## src/rtl/gpio_irq_pkg.sv

```systemverilog
package gpio_irq_pkg;
  typedef enum logic [2:0] {
    SEL_SENSE = 3'd0,
    SEL_ANY   = 3'd1,
    SEL_POL   = 3'd2,
    SEL_MASK  = 3'd3,
    SEL_CLEAR = 3'd4
  } reg_sel_e;
endpackage

```

## src/rtl/gpio_irq_sync.sv

```systemverilog
module gpio_irq_sync #(
  parameter int WIDTH  = 8,
  parameter int STAGES = 2
) (
  input  logic             clk,
  input  logic             rst,
  input  logic [WIDTH-1:0] d,
  output logic [WIDTH-1:0] q
);
  logic [WIDTH-1:0] chain [STAGES];

  always_ff @(posedge clk) begin
    if (rst) begin
      for (int i = 0; i < STAGES; i++) chain[i] <= '0;
    end else begin
      chain[0] <= d;
      for (int i = 1; i < STAGES; i++) chain[i] <= chain[i-1];
    end
  end

  assign q = chain[STAGES-1];
endmodule

```

## src/rtl/gpio_irq_cfg.sv

```systemverilog
module gpio_irq_cfg
  import gpio_irq_pkg::*;
#(
  parameter int WIDTH = 8
) (
  input  logic             clk,
  input  logic             rst,
  input  logic             wr_en,
  input  logic [2:0]       wr_sel,
  input  logic [WIDTH-1:0] wr_data,
  output logic [WIDTH-1:0] sense_q,
  output logic [WIDTH-1:0] any_q,
  output logic [WIDTH-1:0] pol_q,
  output logic [WIDTH-1:0] mask_q,
  output logic [WIDTH-1:0] mask_d,
  output logic [WIDTH-1:0] clr
);
  logic hit_mask;

  assign hit_mask = wr_en && (wr_sel == SEL_MASK);
  assign mask_d   = hit_mask ? wr_data : mask_q;
  assign clr      = (wr_en && (wr_sel == SEL_CLEAR)) ? wr_data : '0;

  always_ff @(posedge clk) begin
    if (rst) begin
      sense_q <= '0;
      any_q   <= '0;
      pol_q   <= '0;
      mask_q  <= '0;
    end else begin
      mask_q <= mask_d;
      if (wr_en) begin
        case (wr_sel)
          SEL_SENSE: sense_q <= wr_data;
          SEL_ANY:   any_q   <= wr_data;
          SEL_POL:   pol_q   <= wr_data;
          default:   ;
        endcase
      end
    end
  end
endmodule

```

## src/rtl/gpio_irq_pin.sv

```systemverilog
module gpio_irq_pin (
  input  logic clk,
  input  logic rst,
  input  logic s,
  input  logic sense,
  input  logic any,
  input  logic pol,
  input  logic clr,
  output logic raw_d,
  output logic raw_q
);
  logic prev;
  logic rise;
  logic fall;
  logic edge_hit;

  assign rise     = s & ~prev;
  assign fall     = ~s & prev;
  assign edge_hit = any ? (rise | fall) : (pol ? rise : fall);

  always_comb begin
    if (sense) raw_d = (s == pol);
    else       raw_d = (raw_q & ~clr) | edge_hit;
  end

  always_ff @(posedge clk) begin
    if (rst) begin
      prev  <= 1'b0;
      raw_q <= 1'b0;
    end else begin
      prev  <= s;
      raw_q <= raw_d;
    end
  end
endmodule

```

## src/rtl/gpio_irq_detect.sv

```systemverilog
module gpio_irq_detect #(
  parameter int WIDTH       = 8,
  parameter int SYNC_STAGES = 2
) (
  input  logic             clk,
  input  logic             rst,
  input  logic [WIDTH-1:0] pin_in,
  input  logic             wr_en,
  input  logic [2:0]       wr_sel,
  input  logic [WIDTH-1:0] wr_data,
  output logic [WIDTH-1:0] raw_stat,
  output logic [WIDTH-1:0] mask_stat,
  output logic             irq
);
  logic [WIDTH-1:0] pin_s;
  logic [WIDTH-1:0] sense_q, any_q, pol_q, mask_q, mask_d, clr;
  logic [WIDTH-1:0] raw_d;
  logic [WIDTH-1:0] gated_d;

  gpio_irq_sync #(.WIDTH(WIDTH), .STAGES(SYNC_STAGES)) sync_i (
    .clk(clk), .rst(rst), .d(pin_in), .q(pin_s)
  );

  gpio_irq_cfg #(.WIDTH(WIDTH)) cfg_i (
    .clk(clk), .rst(rst), .wr_en(wr_en), .wr_sel(wr_sel), .wr_data(wr_data),
    .sense_q(sense_q), .any_q(any_q), .pol_q(pol_q),
    .mask_q(mask_q), .mask_d(mask_d), .clr(clr)
  );

  for (genvar g = 0; g < WIDTH; g++) begin : g_pin
    gpio_irq_pin pin_i (
      .clk(clk), .rst(rst), .s(pin_s[g]),
      .sense(sense_q[g]), .any(any_q[g]), .pol(pol_q[g]), .clr(clr[g]),
      .raw_d(raw_d[g]), .raw_q(raw_stat[g])
    );
  end

  assign gated_d = raw_d & mask_d;

  always_ff @(posedge clk) begin
    if (rst) begin
      mask_stat <= '0;
      irq       <= 1'b0;
    end else begin
      mask_stat <= gated_d;
      irq       <= |gated_d;
    end
  end
endmodule

```

## config.mk

```make
export PLATFORM = sky130hd
export DESIGN_NAME = gpio_irq_detect
export DESIGN_NICKNAME = d
export VERILOG_FILES = /design/src/rtl/gpio_irq_pkg.sv /design/src/rtl/gpio_irq_sync.sv /design/src/rtl/gpio_irq_cfg.sv /design/src/rtl/gpio_irq_pin.sv /design/src/rtl/gpio_irq_detect.sv
export SDC_FILE = /design/constraint.sdc
export NUM_CORES = 1
export LEC_CHECK = 0
export BUFFER_PORTS_ARGS = -buffer_cell sky130_fd_sc_hd__buf_2
export CORE_MARGIN = 3
export CORE_UTILIZATION = 48
export CTS_CLUSTER_SIZE = 8
export DETAILED_ROUTE_END_ITERATION = 16
export GPL_ROUTABILITY_DRIVEN = 0
export MAX_ROUTING_LAYER = met4
export PLACE_DENSITY = 0.78
export SYNTH_ARGS = -nofsm -noshare
export SYNTH_HDL_FRONTEND = slang
export SYNTH_SLANG_ARGS = --single-unit
export TNS_END_PERCENT = 1
```

## constraint.sdc

```tcl
create_clock -name clk -period 1.7 [get_ports clk]
set_input_delay 0.085 -clock clk [delete_from_list [all_inputs] [get_ports clk]]
set_output_delay 0.085 -clock clk [all_outputs]
set_load 0.02 [all_outputs]
```

==> results.cfg <==
[layout]
antennaDiodeCount = 0
area_growth_pct = 21.94
utilization_pct = 62.72
final_cells = 449
fillers = 507
fin_nets = 410
drive_above_1_share_pct = 24.14

[routing]
vias_per_cell = 5.036
ant_nets = 0
dr.max_layer_used = met4
dr_wl_met3_um = 425
drtPass1Iterations = 4
drt_wl_total_um = 5970
drc = 0
vias = 2261
wl_met1_um = 2643
dr_wl_met2_um = 2839
drt_iter0_drc = 93
wl_per_cell_um = 13.30

[power]
p_int_mw = 2.811
p_sw_share_pct = 22.13
leakage_nw = 1.519
power.density_nw_per_um2 = 1002
pwr-share-seq_pct = 49.6
power_frac_comb_pct = 8.6
p_sw_uw = 799.0
clkPwrFrac_pct = 41.8
peakVddDrop_v = 0.0007415

[floorplanning]
rows = 27
coreArea_sq_um = 5743
io_pins = 39
die_area_sq_um = 7132
die_w_um = 84.45
die_y_um = 84.45
initial_utilization_pct = 51.44

[critical_path]
rr_worst_depth = 7
critPathMaxFanout = 2
startpoint = g_pin[2].pin_i.prev
reg2reg_to = irq
crit_arrival_ps = 1930
cp-start-kind = flip-flop
crit_type = flip-flop to flip-flop
worstSetupEndpoint = irq
critical_path_required_ps = 1920
worstSetupEndpointType = flip-flop
r2r_slack_ps = -4
reg2reg_from = g_pin[2].pin_i.prev

[sta]
rsz0062_at_grt = true
fin_crit_sh_pct = 100.3
drv_slew = 0
timing.slew.headroom_pct = 70.55
worst_slack_ps = -4.497
fin_skew_ps = 5.640
hold_violations = 0
period_minus_slack_ps = 1704
tns_ps = -4.497
timing.fmax_mhz = 586.7
setup_violations = 1
tightest_slew_ps = 441.8

[synth]
yosys_warnings = 0
syn-cell-area_sq_um = 2954
yosysUniqueCellTypes = 24
async_flop_share_pct = 0
synth-main-ff-cell = dfxtp_1
ys_ff_latch = 73
synth_edf_count = 0
yosysSeqAreaShare_pct = 49.47
postSynthCellCount = 318
syn_nets = 356
avgSynthCellArea_sq_um = 9.290

[clock_network]
path_clk_slew_ps = 70
cts-root-buf = clkbuf_8
cts.sinks = 73
cts_buffer_depth = 2
cts_tree = built
htree_levels = 3
numCtsBuffers = 9
clk_latency_ps = 340

[hold_path]
worst_hold_path_type = primary input to flip-flop
min-delay-start = wr_data[1]

[global_routing]
grt_pass1_vias = 2164
antenna_found_initial = 0
grt-ovfl-total = 0
grt_pass1_wl_um = 9811
grt_usage_pct = 17.89
grt_max_degree = 39

[status]
violations = negative setup slack
status = finished with violations

[placement]
dp_slack_ps = -98.57
place_inst = 423
portBuffers = 38
hpwlAfterDp_um = 4072

[run]
cap_violations = 0
## cells by family after synthesis
| group | Yosys count | synth area share [%] |
|---|---|---|
| fa+ha+maj | 16 | 6.777 |
| buf+inv | 37 | 5.718 |
| mux | 24 | 8.132 |
| compound gates | 45 | 10.38 |
| flops | 73 | 49.47 |
| xor+xnor | 8 | 2.372 |
| simple gates | 115 | 17.15 |
## repair_timing
action,CTS,global route
gates resized for setup,10,4
pin swaps,4,2
buffers inserted,2,0
endpoints found under the setup margin,1,1
hold endpoints to repair,8,0
hold buffers,8,0
## power by group through the flow
stage	Combinational, mW	Sequential [mW]	Clock, mW
floorplan	0.178	1.83	0
global placement	0.278	1.83	0
detailed placement	0.285	1.83	0
CTS	0.308	1.79	1.55
global route	0.343	1.80	1.62
finish	0.309	1.79	1.51
## through the flow
| stage | total power [mW] | hold WS [ps] | instance area, sq um |
|---|---|---|---|
| 2_1_floorplan | 2.004 | 213.2 | 2954 |
| 3_3_place_gp | 2.108 | 291.2 | 3254 |
| 3_5_place_dp | 2.116 | 298.7 | 3254 |
| 4_1_cts | 3.646 | 16.36 | 3591 |
| 5_1_grt | 3.756 | 21.64 | 3602 |
| 6_report | 3.610 | 27.91 | 3602 |
## worst min-delay path by stage
stage / end / cells after the start
2_1_floorplan: sync_i.chain[0][0] / 1
3_3_place_gp: sync_i.chain[0][6] / 2
3_5_place_dp: sync_i.chain[0][2] / 2
4_1_cts: cfg_i.sense_q[1] / 3
5_1_grt: cfg_i.any_q[3] / 3
6_report: cfg_i.sense_q[1] / 3
## critical path, cell delays in order, from the launching register on
cell and delay, ps:
dfxtp_2 340, inv_1 40, ha_1 180, mux2i_1 140
mux2i_1 120, o31ai_2 230, o22ai_1 120, o41a_1 420
## layout by cell type (no fill, tap or decap), types with 9 or more instances in the layout
cell type,Yosys,routed
dfxtp_1,73,66
nand2_1,58,58
buf_2,0,38
nor2_1,26,26
a21oi_1,24,24
mux2i_1,24,24
nor2b_1,16,16
buf_4,8,16
inv_1,17,15
ha_1,16,13
clkbuf_8,0,11
nor3_1,9,9
## final cells by class
| cell class | instances | area (sq um) | share of cell area [%] |
|---|---|---|---|
| well taps | 72 | 90.09 | 2.501 |
| flip-flops and latches | 73 | 1473 | 40.88 |
| inverters | 17 | 63.81 | 1.771 |
| repair buffers | 63 | 410.4 | 11.39 |
| multi-input cells | 208 | 1336 | 37.10 |
| clock buffers | 11 | 151.4 | 4.203 |
| clock inverters | 5 | 77.57 | 2.154 |
## synth_stat cells (all sizes together) (2+ instances only)
library cell / instances / area [sq um]
nor3: 9 / 45.04
inv: 17 / 63.81
xor2: 8 / 70.07
nand2: 58 / 217.7
o22ai: 4 / 25.02
nor2b: 16 / 100.1
nor2: 26 / 97.59
ha: 16 / 200.2
a21oi: 24 / 120.1
clkbuf: 10 / 37.54
buf: 10 / 67.57
a21boi: 8 / 60.05
and2: 2 / 12.51
mux2i: 24 / 240.2
o31ai: 8 / 90.08
dfxtp: 73 / 1461
## flip-flops by register name, indices dropped and copies added, names as in the netlist, 8 cells and up
name and cells:
cfg_i.mask_q 8, g_pin.pin_i.raw_q 8, mask_stat 8, cfg_i.pol_q 8, cfg_i.sense_q 8, cfg_i.any_q 8
g_pin.pin_i.prev 8, sync_i.chain 16
## layer usage
layer  vias up  GRT usage [%]
li1       1144              -
met1      1053          21.01
met2        58          29.63
met3         6          5.594
met4         0          5.036
met5         -              -
(Power assumes the default switching activity.)
